`src/rtl/irq_prio_pkg.sv`:
```
package irq_prio_pkg;
    localparam int NSRC = 5;
    localparam int NEXT = 2;
    localparam int LW   = 2;
    localparam int NLVL = 1 << LW;
    localparam int VW   = $clog2(NSRC);

    typedef enum logic [0:0] {
        ST_IDLE  = 1'b0,
        ST_OFFER = 1'b1
    } ctl_state_t;
endpackage

```
`src/rtl/irq_ext_trig.sv`:
```
module irq_ext_trig (
    input  logic clk,
    input  logic rst_n,
    input  logic pin_n,
    input  logic edge_mode,
    input  logic clr,
    output logic pend
);
    logic prev_q;
    logic flag_q;

    always_ff @(posedge clk or negedge rst_n) begin
        if (!rst_n) begin
            prev_q <= 1'b1;
            flag_q <= 1'b0;
        end else begin
            prev_q <= pin_n;
            if (!edge_mode)
                flag_q <= 1'b0;
            else if (prev_q && !pin_n)
                flag_q <= 1'b1;
            else if (clr)
                flag_q <= 1'b0;
        end
    end

    assign pend = edge_mode ? flag_q : ~pin_n;
endmodule

```
`src/rtl/irq_arbiter.sv`:
```
module irq_arbiter
    import irq_prio_pkg::*;
(
    input  logic [NSRC-1:0] pend,
    input  logic [NSRC-1:0] src_en,
    input  logic            glob_en,
    input  logic [NSRC-1:0] prio_lo,
    input  logic [NSRC-1:0] prio_hi,
    input  logic            top_valid,
    input  logic [LW-1:0]   top_lvl,
    output logic            cand_valid,
    output logic [VW-1:0]   cand_vec,
    output logic [LW-1:0]   cand_lvl
);
    logic [LW-1:0]   src_lvl [NSRC];
    logic [NSRC-1:0] act;
    logic            found;

    for (genvar s = 0; s < NSRC; s++) begin : g_lvl
        assign src_lvl[s] = {prio_hi[s], prio_lo[s]};
        assign act[s]     = pend[s] & src_en[s] & glob_en;
    end

    always_comb begin
        found    = 1'b0;
        cand_vec = '0;
        cand_lvl = '0;
        for (int lv = NLVL - 1; lv >= 0; lv--) begin
            for (int s = 0; s < NSRC; s++) begin
                if (!found && act[s] && src_lvl[s] == LW'(lv)) begin
                    found    = 1'b1;
                    cand_vec = VW'(s);
                    cand_lvl = LW'(lv);
                end
            end
        end
        cand_valid = found && (!top_valid || cand_lvl > top_lvl);
    end
endmodule

```
`src/rtl/irq_svc_stack.sv`:
```
module irq_svc_stack
    import irq_prio_pkg::*;
(
    input  logic            clk,
    input  logic            rst_n,
    input  logic            set_en,
    input  logic [LW-1:0]   set_lvl,
    input  logic            pop,
    output logic [NLVL-1:0] svc,
    output logic            top_valid,
    output logic [LW-1:0]   top_lvl
);
    logic [NLVL-1:0] svc_q;
    logic [NLVL-1:0] svc_d;

    always_comb begin
        top_valid = 1'b0;
        top_lvl   = '0;
        for (int i = 0; i < NLVL; i++) begin
            if (svc_q[i]) begin
                top_valid = 1'b1;
                top_lvl   = LW'(i);
            end
        end
    end

    always_comb begin
        svc_d = svc_q;
        if (pop && top_valid)
            svc_d[top_lvl] = 1'b0;
        if (set_en)
            svc_d[set_lvl] = 1'b1;
    end

    always_ff @(posedge clk or negedge rst_n) begin
        if (!rst_n)
            svc_q <= '0;
        else
            svc_q <= svc_d;
    end

    assign svc = svc_q;
endmodule

```
`src/rtl/irq_prio_ctrl.sv`:
```
module irq_prio_ctrl
    import irq_prio_pkg::*;
(
    input  logic            clk,
    input  logic            rst_n,
    input  logic [NEXT-1:0] ext_pin_n,
    input  logic [NEXT-1:0] ext_edge_mode,
    input  logic [1:0]      tmr_req,
    input  logic            ser_req,
    input  logic [NSRC-1:0] src_en,
    input  logic            glob_en,
    input  logic [NSRC-1:0] prio_lo,
    input  logic [NSRC-1:0] prio_hi,
    input  logic            irq_ack,
    input  logic            reti,
    output logic            irq_req,
    output logic [VW-1:0]   irq_vec,
    output logic [LW-1:0]   irq_lvl,
    output logic [NLVL-1:0] in_svc,
    output logic [NEXT-1:0] ext_pend
);
    ctl_state_t      state_q, state_d;
    logic [VW-1:0]   vec_q, vec_d;
    logic [LW-1:0]   lvl_q, lvl_d;
    logic [NSRC-1:0] pend;
    logic            accept;
    logic            cand_valid;
    logic [VW-1:0]   cand_vec;
    logic [LW-1:0]   cand_lvl;
    logic            top_valid;
    logic [LW-1:0]   top_lvl;

    assign accept = (state_q == ST_OFFER) && irq_ack;

    // External sources sit at even vector indices, timers at odd ones.
    for (genvar k = 0; k < NEXT; k++) begin : g_ext
        logic clr_k;
        assign clr_k = accept && (vec_q == VW'(2 * k));
        irq_ext_trig u_trig (
            .clk       (clk),
            .rst_n     (rst_n),
            .pin_n     (ext_pin_n[k]),
            .edge_mode (ext_edge_mode[k]),
            .clr       (clr_k),
            .pend      (ext_pend[k])
        );
        assign pend[2 * k]     = ext_pend[k];
        assign pend[2 * k + 1] = tmr_req[k];
    end
    assign pend[NSRC-1] = ser_req;

    irq_arbiter u_arb (
        .pend       (pend),
        .src_en     (src_en),
        .glob_en    (glob_en),
        .prio_lo    (prio_lo),
        .prio_hi    (prio_hi),
        .top_valid  (top_valid),
        .top_lvl    (top_lvl),
        .cand_valid (cand_valid),
        .cand_vec   (cand_vec),
        .cand_lvl   (cand_lvl)
    );

    irq_svc_stack u_svc (
        .clk       (clk),
        .rst_n     (rst_n),
        .set_en    (accept),
        .set_lvl   (lvl_q),
        .pop       (reti),
        .svc       (in_svc),
        .top_valid (top_valid),
        .top_lvl   (top_lvl)
    );

    // Next-state and capture logic.
    always_comb begin
        state_d = state_q;
        vec_d   = vec_q;
        lvl_d   = lvl_q;
        unique case (state_q)
            ST_IDLE: begin
                if (cand_valid) begin
                    state_d = ST_OFFER;
                    vec_d   = cand_vec;
                    lvl_d   = cand_lvl;
                end
            end
            ST_OFFER: begin
                if (irq_ack) begin
                    state_d = ST_IDLE;
                end else if (cand_valid) begin
                    vec_d = cand_vec;
                    lvl_d = cand_lvl;
                end else begin
                    state_d = ST_IDLE;
                end
            end
            default: state_d = ST_IDLE;
        endcase
    end

    // State register.
    always_ff @(posedge clk or negedge rst_n) begin
        if (!rst_n) begin
            state_q <= ST_IDLE;
            vec_q   <= '0;
            lvl_q   <= '0;
        end else begin
            state_q <= state_d;
            vec_q   <= vec_d;
            lvl_q   <= lvl_d;
        end
    end

    // Outputs.
    always_comb begin
        irq_req = (state_q == ST_OFFER);
        irq_vec = vec_q;
        irq_lvl = lvl_q;
    end
endmodule

```
`config.mk`:
```
export PLATFORM = sky130hd
export DESIGN_NAME = irq_prio_ctrl
export DESIGN_NICKNAME = d
export VERILOG_FILES = /design/src/rtl/irq_prio_pkg.sv /design/src/rtl/irq_ext_trig.sv /design/src/rtl/irq_arbiter.sv /design/src/rtl/irq_svc_stack.sv /design/src/rtl/irq_prio_ctrl.sv
export SDC_FILE = /design/constraint.sdc
export NUM_CORES = 1
export LEC_CHECK = 0
export ABC_AREA = 1
export BUFFER_PORTS_ARGS = -buffer_cell sky130_fd_sc_hd__buf_2
export CORE_UTILIZATION = 30
export CTS_BUF_LIST = sky130_fd_sc_hd__clkbuf_8
export CTS_CLUSTER_SIZE = 14
export DETAILED_ROUTE_END_ITERATION = 7
export PLACE_DENSITY_LB_ADDON = 0.15
export SYNTH_ARGS = -nofsm -noshare
export SYNTH_HDL_FRONTEND = slang
export SYNTH_HIERARCHICAL = 1
export SYNTH_SLANG_ARGS = --single-unit
```
`constraint.sdc`:
```
create_clock -name clk -period 3 [get_ports clk]
set_clock_uncertainty 0.05 [all_clocks]
set_input_delay 0.6 -clock clk [delete_from_list [all_inputs] [get_ports clk]]
set_output_delay 0.6 -clock clk [all_outputs]
set_load 0.02 [all_outputs]
```
Word-level counts from Yosys, hierarchy flattened:

Cells that the tools add are included.

* logic and storage cells: 214
* bits in registers: 14

* bitwise logic cells: 16
* reduce and logical (&&, ||, !) cells: 77
* equal/unequal tests: 19
* order comparisons: 5
* muxes and demuxes: 89

Operators by type and width (count)
* two-way mux 3 bit: 18
* two-way mux 2 bit: 26
* logical AND 1 bit: 48
* two-way mux 1 bit: 38
* logical NOT 1 bit: 22
* == test 2 bit (second input constant): 10
* bitwise AND 1 bit: 10
* == test 2 x 1 -> 1 bit (second input constant): 5
* logical NOT 2 bit: 5
* two-way mux 4 bit: 2
* < comparator 2 x 3 -> 1 bit (second input constant): 2
* != test 3 x 1 -> 1 bit (second input constant): 2
* one-hot mux 3 bit (2 select lines): 1
* bitwise AND 4 bit: 1
* demux 1 bit (select 2 bit): 2
* >= comparator 2 x 1 -> 1 bit (second input constant): 2
* NOT 4 bit: 1
* bitwise OR 4 bit: 1
* one-hot mux 2 bit (2 select lines): 1
* == test 3 x 2 -> 1 bit (second input constant): 1
* logical NOT 3 bit: 1
* NOT 1 bit: 3
* > comparator 2 bit: 1
* != test 2 bit (second input constant): 1
* 2 further kinds: 2

Logic depth before layout (Yosys ltp):

Gate-level depths: netlist of run 1.

* depth in word-level cells: 88
* gate-level depth with buffers: 23

By module:

The synthesis of run 1 kept the hierarchy.

Modules (own cells, without submodules)
* irq_arbiter: times used 1, area an instance 530.5 sq um, sequential area each 0.0 sq um, cells an instance 96
* irq_prio_ctrl: times used 1, area an instance 257.7 sq um, sequential area each 150.1 sq um, cells an instance 31
* irq_svc_stack: times used 1, area an instance 193.9 sq um, sequential area each 100.1 sq um, cells an instance 26
* irq_ext_trig: times used 2, area an instance 81.3 sq um, sequential area each 51.3 sq um, cells an instance 9

Worst setup path before layout of run 1:

No wires, ideal clock.

* path kind: input port to flip-flop
* from: input port ext_pin_n[1]
* to: register lvl_q[1], in the netlist irq_lvl[1]
* setup slack: -352 ps
* library setup time: 117 ps
* cell stages on the path: 22
* arrival time: 3185 ps
* required time: 2833 ps
* path buffers: 0
* cells stage by stage: o21ai_0 -> nand2_1 -> nor2_2 -> nand3_2 -> nand2_1 -> nor2_2 -> nand4_2 -> nor2_4 -> nand4_4 -> nor2_4 -> nand2_1 -> nor3_2 -> nor2_1 -> nand3_1 -> inv_2 -> ha_1 -> nand2_1 -> a21boi_0 -> nor2_1 -> nand2_2 -> nand2_1 -> nand2_1

* word-level cells in the longest chain between the ends: 81

RTL lines
* start: declaration: RTL line irq_prio_ctrl.sv:6 `input logic [NEXT-1:0] ext_pin_n,`
* NOT 1 bit (*): RTL line irq_ext_trig.sv:27 `assign pend = edge_mode ? flag_q : ~pin_n;`
* two-way mux 1 bit (*): RTL line irq_ext_trig.sv:27
* bitwise AND 1 bit (*) (2 in a row): RTL line irq_arbiter.sv:21 `assign act[s] = pend[s] & src_en[s] & glob_en;`
* logical AND 1 bit (2 in a row): RTL line irq_arbiter.sv:30 `if (!found && act[s] && src_lvl[s] == LW'(lv)) begin`
* two-way mux 1 bit: RTL line irq_arbiter.sv:30
* logical NOT 1 bit: RTL line irq_arbiter.sv:30
* logical AND 1 bit (2 in a row): RTL line irq_arbiter.sv:30
* two-way mux 1 bit: RTL line irq_arbiter.sv:30
* [... 64 more ...]
* named net cand_lvl[0]: RTL line irq_prio_ctrl.sv:29 `logic [LW-1:0] cand_lvl;`
* > comparator 2 bit (*): RTL line irq_arbiter.sv:37 `cand_valid = found && (!top_valid || cand_lvl > top_lvl);`
* logical OR 1 bit (*): RTL line irq_arbiter.sv:37
* logical AND 1 bit (*): RTL line irq_arbiter.sv:37
* named net cand_valid: RTL line irq_prio_ctrl.sv:27 `logic cand_valid;`
* two-way mux 2 bit (*): RTL line irq_prio_ctrl.sv:83, irq_prio_ctrl.sv:92
* two-way mux 2 bit: RTL line irq_prio_ctrl.sv:90 `if (irq_ack) begin`
* one-hot mux 2 bit (2 select lines) (*): RTL line irq_prio_ctrl.sv:81 `unique case (state_q)`
* end signal: assignment: RTL line irq_prio_ctrl.sv:112 `lvl_q <= lvl_d;`
* end: declaration: RTL line irq_prio_ctrl.sv:24 `logic [LW-1:0] lvl_q, lvl_d;`

Mark *: on every way through the listed nets, which the timed path passes. The rest lies on a longest branch. The select of a mux whose other input is x is not followed.
A chain may end at the register's enable or synchronous reset.

Worst setup path in the final report of run 1:

* from: input port ext_edge_mode[0]
* to: register state_q, in the netlist irq_req

* word-level cells in the longest chain between the ends: 87

RTL lines
* start: declaration: RTL line irq_prio_ctrl.sv:7 `input logic [NEXT-1:0] ext_edge_mode,`
* two-way mux 1 bit (*): RTL line irq_ext_trig.sv:27
* bitwise AND 1 bit (*) (2 in a row): RTL line irq_arbiter.sv:21
* logical AND 1 bit: RTL line irq_arbiter.sv:30
* two-way mux 1 bit: RTL line irq_arbiter.sv:30
* logical NOT 1 bit: RTL line irq_arbiter.sv:30
* logical AND 1 bit (2 in a row): RTL line irq_arbiter.sv:30
* two-way mux 1 bit: RTL line irq_arbiter.sv:30
* logical NOT 1 bit: RTL line irq_arbiter.sv:30
* [... 71 more ...]
* named net cand_lvl[0]: RTL line irq_prio_ctrl.sv:29
* > comparator 2 bit (*): RTL line irq_arbiter.sv:37
* logical OR 1 bit (*): RTL line irq_arbiter.sv:37
* logical AND 1 bit (*): RTL line irq_arbiter.sv:37
* named net cand_valid: RTL line irq_prio_ctrl.sv:27
* two-way mux 1 bit (*): RTL line irq_prio_ctrl.sv:83, irq_prio_ctrl.sv:92
* two-way mux 1 bit: RTL line irq_prio_ctrl.sv:90
* one-hot mux 1 bit (2 select lines) (*): RTL line irq_prio_ctrl.sv:81
* named net state_d: RTL line irq_prio_ctrl.sv:22 `ctl_state_t state_q, state_d;`
* end signal: assignment: RTL line irq_prio_ctrl.sv:110 `state_q <= state_d;`
* end: declaration: RTL line irq_prio_ctrl.sv:22

Mark *: on every way through the listed nets, which the timed path passes. The rest lies on a longest branch.

==> metrics.md, run 1 <==
| Metric | Value |
|---|---|
| Critical Setup Path Class | input port to flip-flop |
| Initial antenna violation count | 0 |
| Initial Utilization | 0.313 |
| ANT cells | 0 |
| Post-synth EDFFs | 0 |
| Shortest period the worst path allows | 2.97 ns |
| CP max FO | 6 |
| Latest clock arrival within the worst-skew pair | 0.25 ns |
| F_max | 337 MHz |
| Num CTS Buffers | 3 |
| Post-synth top flop | dfrtp_1 |
| Pwr per Cell Area | 509 nW/um^2 |
| DIE HEIGHT | 63.8 um |
| Critical path launch point type | input port |
| Remaining antenna violation count after routing | 0 |
| H-tree levels | 1 |
| Vias | 1320 |
| Clock-pin slew on the worst setup and hold paths | 0.06 ns |
| Share of layout cells above drive strength 1 | 0.478 |
| Top post-synthesis cells by count | nand2_1 (41), inv_1 (27), nand3_1 (23) |
| Overall Power | 0.000930 W |
| Final WS setup | 0.0287 ns |
| Cell accounting for the most synthesized area | dfrtp_1 |
| Leakage | 1.02 nW |
| GRT Residual Overflow | 0 |
| Final setup viols | 0 |
| Root Buffer | clkbuf_8 |
| Ports | 39 |
| Clock sinks | 14 |
| Synthesis-to-finish area growth | 59.7% |
| Library cells used by synthesis | 29 |
| Top post-synthesis cells by area | dfrtp_1 (26%), nand2_1 (13%), nand3_1 (10%) |
| Worst-margin pin slew | 0.359 ns |
| Setup crit end kind | flip-flop |
| Path type of the worst min-delay path | input port to asynchronous set/reset pin |
| Top cell type's share of synthesized area | 0.262 |
| Syn Area/Cell | 6.70 um^2 |
| Vias in the first global route | 1217 |
| CP required | 3.14 ns |
| Fin crit share | 0.990 |
| DRC violations left | 0 |
| Synthesized area | 1140 um^2 |
| Post-synthesis register bit count | 14 |
| Port bufs | 38 |
| CP Launch Point | ext_edge_mode[0] |
| Reg-to-reg setup timing slack | 0.05 ns |
| Final hold violation count | 0 |
| Hold buffers post-CTS | 0 |
| Top-count cell post-synth | nand2_1 |
| Cells after Synth | 171 |
| Width of the die | 63.8 um |
| Die area | 4070 um^2 |
| FP Rows | 22 |
| Status | finished, final reports clean |
| Total Routing Usage GR | 0.157 |
| Final std cells w/o fill | 297 |
| TritonCTS clock tree | yes |
| # nets final | 279 |
| Yosys Warn Count | 6 |
| Vias/cell | 4.44 |
| Register area share after synthesis | 0.308 |
| Ys async rst share | 1.00 |
| R2R Path Start | g_ext[1].u_trig/flag_q$_DFFE_PN0P_ |
| Drt first pass iters | 4 |
| Max-slew violations | 0 |
| First-pass GRT wire length | 4990 um |
| Max_slew headroom | 0.758 |
| Worst r2r dst | irq_req$_DFF_PN0_ |
| Pre-CTS setup slack | -0.296 ns |
| Wirelength per Cell | 10.3 um |
| RSZ-0062 raised after global routing | yes |
| VDD IR-drop max | 178 uV |
| Placed cells | 286 |
| Clk buf depth | 2 |
| Hold slack | 0.183 ns |
| Routability cong. | 0.859 |
| Largest net degree at the start of global routing | 15 |
| First-iteration detailed-routing DRC count | 71 |
| MaxCap Viol Count | 0 |
| HPWL Detailed | 2440 um |
| Cells on worst reg2reg path | 23 |
| DRT Wirelength | 3050 um |
| Core ar. | 3660 um^2 |
| Total nets after synthesis | 200 |
| WP data arrival | 3.11 ns |
## cell families after synthesis
logic type      after synthesis  share of synthesized area
flops                        14                      0.308
buf+inv                      33                      0.109
fa+ha+maj                     2                     0.0219
simple gates                110                      0.492
compound gates               12                     0.0689
## report_power, final
| part | switching (W) | leakage, nW | internal (W) |
|---|---|---|---|
| Clock | 0.0000667 | 0.0269 | 0.0000905 |
| Combinational | 0.000277 | 0.814 | 0.000209 |
| Sequential | 0.0000439 | 0.180 | 0.000243 |
## repair_timing
item | CTS | global route
resized for setup | 2 | 23
buffers inserted | 0 | 7
pin swaps | 0 | 22
setup endpoints to repair | 5 | 6
## metrics by stage
| step | cell area [um^2] | TNS, ns | util |
|---|---|---|---|
| 2_1_floorplan | 1150 | 0 | - |
| 5_1_grt | 1830 | -1.26 | 0.499 |
| 3_5_place_dp | 1620 | -1.55 | 0.443 |
| 3_3_place_gp | 1620 | -1.11 | 0.443 |
| 4_1_cts | 1670 | 0 | 0.457 |
| 6_report | 1830 | 0 | 0.499 |
## cells in the final DEF, fill, tap and decap left out, drive strengths merged
master	instances
dfstp	2
dfrtp	12
o22ai	1
buf	74
clkbuf	3
nor4	2
inv	33
o211ai	1
nand3b	1
a21boi	1
nand2	46
o21bai	2
nor2	23
o21ai	5
o311ai	1
ha	2
o221ai	1
or2	2
nor3	5
clkinv	1
nand3	24
nand4	7
## state kept, by name (all words and copies together), names as in the netlist
name / count
g_ext.u_trig/flag_q: 2
g_ext.u_trig/prev_q: 2
irq_lvl: 2
irq_req: 1
irq_vec: 3
u_svc/svc: 4
## cell type report
| cell class | count | area [um^2] |
|---|---|---|
| fill | 394 | 1830 |
| multi-input combinational | 124 | 772 |
| timing repair buffer | 74 | 473 |
| sequential | 14 | 353 |
| inverter | 33 | 125 |
| tap | 48 | 60.1 |
| clock buffer | 3 | 41.3 |
| clock inverter | 1 | 3.75 |
## worst max-delay path, stage by stage
cell	delay [ns]
buf_4	0.13
nand2_4	0.06
o21ai_4	0.06
nand2_2	0.08
nor2_4	0.04
nand2_2	0.09
nand2_4	0.06
nor2_4	0.10
nand4_4	0.10
nor2_4	0.16
nand4_4	0.10
nor2_4	0.15
nand2_2	0.08
nor3_4	0.21
nor2_2	0.08
nand3_2	0.09
inv_2	0.05
ha_4	0.14
o21bai_1	0.15
a21boi_2	0.08
nor2_2	0.18
nand2_2	0.12
buf_4	0.15
inv_1	0.04
## how the worst max path moves through the flow
stage,endpoint
detailed placement,irq_vec[2]$_DFFE_PN0P_
finish,irq_req$_DFF_PN0_
CTS,irq_vec[2]$_DFFE_PN0P_
global route,irq_vec[1]$_DFFE_PN0P_
global placement,irq_vec[2]$_DFFE_PN0P_
floorplan,irq_lvl[1]$_DFFE_PN0P_
## metal layers
layer | vias to the layer above | track usage | wire [um]
li1 | 707 | - | -
met1 | 578 | 0.192 | 1360
met2 | 32 | 0.275 | 1530
met3 | 3 | 0.0125 | 120
met4 | 0 | 0.0767 | 35
met5 | - | 0 | 0
(Power assumes the default switching activity.)
==> inputs of run 2 (changes only) <==
--- a/config.mk
+++ b/config.mk
@@ -6,11 +6,11 @@
 export NUM_CORES = 1
 export LEC_CHECK = 0
 export ABC_AREA = 1
-export BUFFER_PORTS_ARGS = -buffer_cell sky130_fd_sc_hd__buf_2
 export CORE_UTILIZATION = 30
 export CTS_BUF_LIST = sky130_fd_sc_hd__clkbuf_8
 export CTS_CLUSTER_SIZE = 14
 export DETAILED_ROUTE_END_ITERATION = 7
+export DONT_BUFFER_PORTS = 1
 export PLACE_DENSITY_LB_ADDON = 0.15
 export SYNTH_ARGS = -nofsm -noshare
 export SYNTH_HDL_FRONTEND = slang
==> constraint.sdc (replaced) <==
create_clock -name clk -period 3 [get_ports clk]
set_clock_uncertainty 0.05 [all_clocks]
set_input_delay 0.45 -clock clk [delete_from_list [all_inputs] [get_ports clk]]
set_output_delay 0.45 -clock clk [all_outputs]
set_load 0.02 [all_outputs]
==> run 2 against run 1 <==
Register-to-register slack about the same. Clock power about the same. Global-route usage down 0.61 points. Combinational power down 25%. Maximum frequency up 0.49%. Sequential cell count unchanged. Die area unchanged. Worst hold slack worse by 0.026 ns.
==> metrics.md, run 2 (synthesis results as in run 1) <==
| Metric | Value |
|---|---|
| Status | finished, final reports clean (unchanged) |
| CP Launch Point | g_ext[1].u_trig/flag_q$_DFFE_PN0P_ (was ext_edge_mode[0]) |
| Post-route setup TNS | 0 ns (unchanged) |
| R2R Path Start | g_ext[1].u_trig/flag_q$_DFFE_PN0P_ (unchanged) |
| Final std cells w/o fill | 251 (was 297) |
| FP Rows | 22 (unchanged) |
| DRC violations left | 0 (unchanged) |
| Cells on worst reg2reg path | 23 (unchanged) |
| Clock-pin slew on the worst setup and hold paths | 0.05 ns (was 0.06 ns) |
| Latest clock arrival within the worst-skew pair | 0.25 ns (about the same) |
| Vias | 1218 (was 1320) |
| Vias in the first global route | 1148 (was 1217) |
| CP endpoint | irq_vec[1]$_DFFE_PN0P_ (was irq_req$_DFF_PN0_) |
| Initial antenna violation count | 0 (unchanged) |
| Core ar. | 3660 um^2 (unchanged) |
| Placed cells | 237 (was 286) |
| Routability cong. | 0.911 (was 0.859) |
| Synthesis-to-finish area growth | 37.6% (was 59.7%) |
| # nets final | 233 (was 279) |
| Total Routing Usage GR | 0.151 (was 0.157) |
| Drt first pass iters | 4 (unchanged) |
| Die area | 4070 um^2 (unchanged) |
| WP data arrival | 3.03 ns (was 3.11 ns) |
| Largest net degree at the start of global routing | 15 (unchanged) |
| Clk buf depth | 2 (unchanged) |
| CP max FO | 6 (unchanged) |
| Fin crit share | 0.986 (was 0.990) |
| Worst-margin pin slew | 0.630 ns (was 0.359 ns) |
| Wirelength per Cell | 12.2 um (was 10.3 um) |
| Fin util | 0.430 (was 0.499) |
| DP Area | 1360 um^2 (was 1620 um^2) |
| Final setup viols | 0 (unchanged) |
| Final Instance Area | 1580 um^2 (was 1830 um^2) |
| Max reg flops | 4 (unchanged) |
| Pwr per Cell Area | 557 nW/um^2 (was 509 nW/um^2) |
| Setup crit end kind | flip-flop (unchanged) |
| VDD IR-drop max | 257 uV (was 178 uV) |
| Num CTS Buffers | 3 (unchanged) |
| Vias/cell | 4.85 (was 4.44) |
| Width of the die | 63.8 um (unchanged) |
| CP required | 3.08 ns (was 3.14 ns) |
| Root Buffer | clkbuf_8 (unchanged) |
| MaxCap Viol Count | 0 (unchanged) |
| Port bufs | 0 (was 38) |
| Ports | 39 (unchanged) |
| H-tree levels | 1 (unchanged) |
| Remaining antenna violation count after routing | 0 (unchanged) |
| Critical path launch point type | flip-flop (was input port) |
| Worst r2r dst | irq_vec[1]$_DFFE_PN0P_ (was irq_req$_DFF_PN0_) |
| TritonCTS clock tree | yes (unchanged) |
| GRT Residual Overflow | 0 (unchanged) |
| First-iteration detailed-routing DRC count | 37 (was 71) |
| Reg-to-reg setup timing slack | 0.04 ns (was 0.05 ns) |
| RSZ-0062 raised after global routing | yes (unchanged) |
| DRT Wirelength | 3070 um (was 3050 um) |
| HPWL Detailed | 2390 um (was 2440 um) |
| Max_slew headroom | 0.578 (was 0.758) |
| ANT cells | 0 (unchanged) |
| DIE HEIGHT | 63.8 um (unchanged) |
| Clock sinks | 14 (unchanged) |
| Max-slew violations | 0 (unchanged) |
| Share of layout cells above drive strength 1 | 0.350 (was 0.478) |
| First-pass GRT wire length | 4920 um (was 4990 um) |
| Leading cell type in the layout, fill and taps excluded | nand2_1 (was buf_4) |
| Hold slack | 0.157 ns (was 0.183 ns) |
| Most frequent cells in the layout | nand2_1 (37), inv_1 (28), buf_4 (26) (was buf_4 (37), buf_2 (36), nand2_1 (34)) |
| Critical Setup Path Class | flip-flop to flip-flop (was input port to flip-flop) |
| Final hold violation count | 0 (unchanged) |
| Path type of the worst min-delay path | input port to flip-flop (was input port to asynchronous set/reset pin) |
| Leakage | 0.811 nW (was 1.02 nW) |
| F_max | 338 MHz (was 337 MHz) |
| Shortest period the worst path allows | 2.96 ns (was 2.97 ns) |
| Initial Utilization | 0.313 (unchanged) |
-- run 2: cell types whose count changed in the layout (fill, tap and decap cells not counted), moves of 2 or more --
cell / before / now
buf_4: 37 / 26
nand2_4: 3 / 1
nand3_1: 22 / 20
nand3_2: 2 / 4
buf_2: 36 / 0
nand2_1: 34 / 37
nor2_4: 4 / 6
nor2_2: 7 / 5
-- run 2: repair_timing --
action / 4_1_cts / 5_1_grt
hold endpoints to repair: 14 / 0
hold buffers: 1 / 0
resized for setup: 0 / 22
setup buffers: 0 / 9
pin swaps: 1 / 19
setup endpoints to repair: 2 / 6
-- run 2: cell type report --
cell class | instances | area, um^2
Timing Repair Buffer | 28 | 225
Sequential cell | 14 | 353
Clock inverter | 1 | 3.75
Inverter | 33 | 125
Multi-Input combinational cell | 124 | 767
Fill cell | 381 | 2090
Clock buffer | 3 | 41.3
Tap cell | 48 | 60.1
-- run 2: through the flow --
stage / worst slack (ns) / total power (W)
after floorplan: 0.0421 / 0.000553
after global placement: -0.0258 / 0.000660
after detailed placement: -0.0593 / 0.000668
after CTS: 0.0102 / 0.000832
after global routing: -0.178 / 0.000947
final: 0.0432 / 0.000877
-- run 2: power by group --
part           internal, W  leakage [nW]  switching [W]
registers         0.000242         0.180       0.000113
clock network    0.0000903        0.0269      0.0000657
logic             0.000165         0.604       0.000202
-- run 2: worst min path at each step --
stage	from	to	slack (ns)	cells after the start
finish	ext_pin_n[0]	g_ext[0].u_trig/prev_q$_DFF_PN1_	0.16	0
global route	ext_pin_n[0]	g_ext[0].u_trig/prev_q$_DFF_PN1_	0.14	0
global placement	rst_n	u_svc/svc[2]$_DFF_PN0_	0.10	0
CTS	ext_pin_n[1]	g_ext[1].u_trig/prev_q$_DFF_PN1_	0.15	0
detailed placement	rst_n	u_svc/svc[2]$_DFF_PN0_	0.10	0
floorplan	rst_n	g_ext[0].u_trig/flag_q$_DFFE_PN0P_	0.10	0
-- run 2: metal layers --
metal	vias up	GRT usage	part of all wire	routed length, um
met3	0	0.0304	0.045	139
met5	-	0	0	0
met4	0	0.00852	0	0
met1	571	0.202	0.45	1380
met2	34	0.261	0.50	1550
li1	613	-	-	-
-- run 2: worst max-delay path: stages, from the launching register on --
cell      delay (ns)
dfrtp_1         0.38
nand2_1         0.08
o21ai_2         0.07
nand2_2         0.08
nor2_4          0.04
nand3_2         0.10
nand2_4         0.07
nor2_4          0.13
nand4_4         0.10
nor2_4          0.15
nand4_4         0.11
nor2_4          0.15
nand2_2         0.07
nor3_4          0.23
nor2_2          0.08
nand3_2         0.10
inv_2           0.05
ha_4            0.14
o21bai_1        0.17
a21boi_2        0.10
nor2_4          0.15
nand2_2         0.11
nand2_1         0.07
nand2_1         0.06
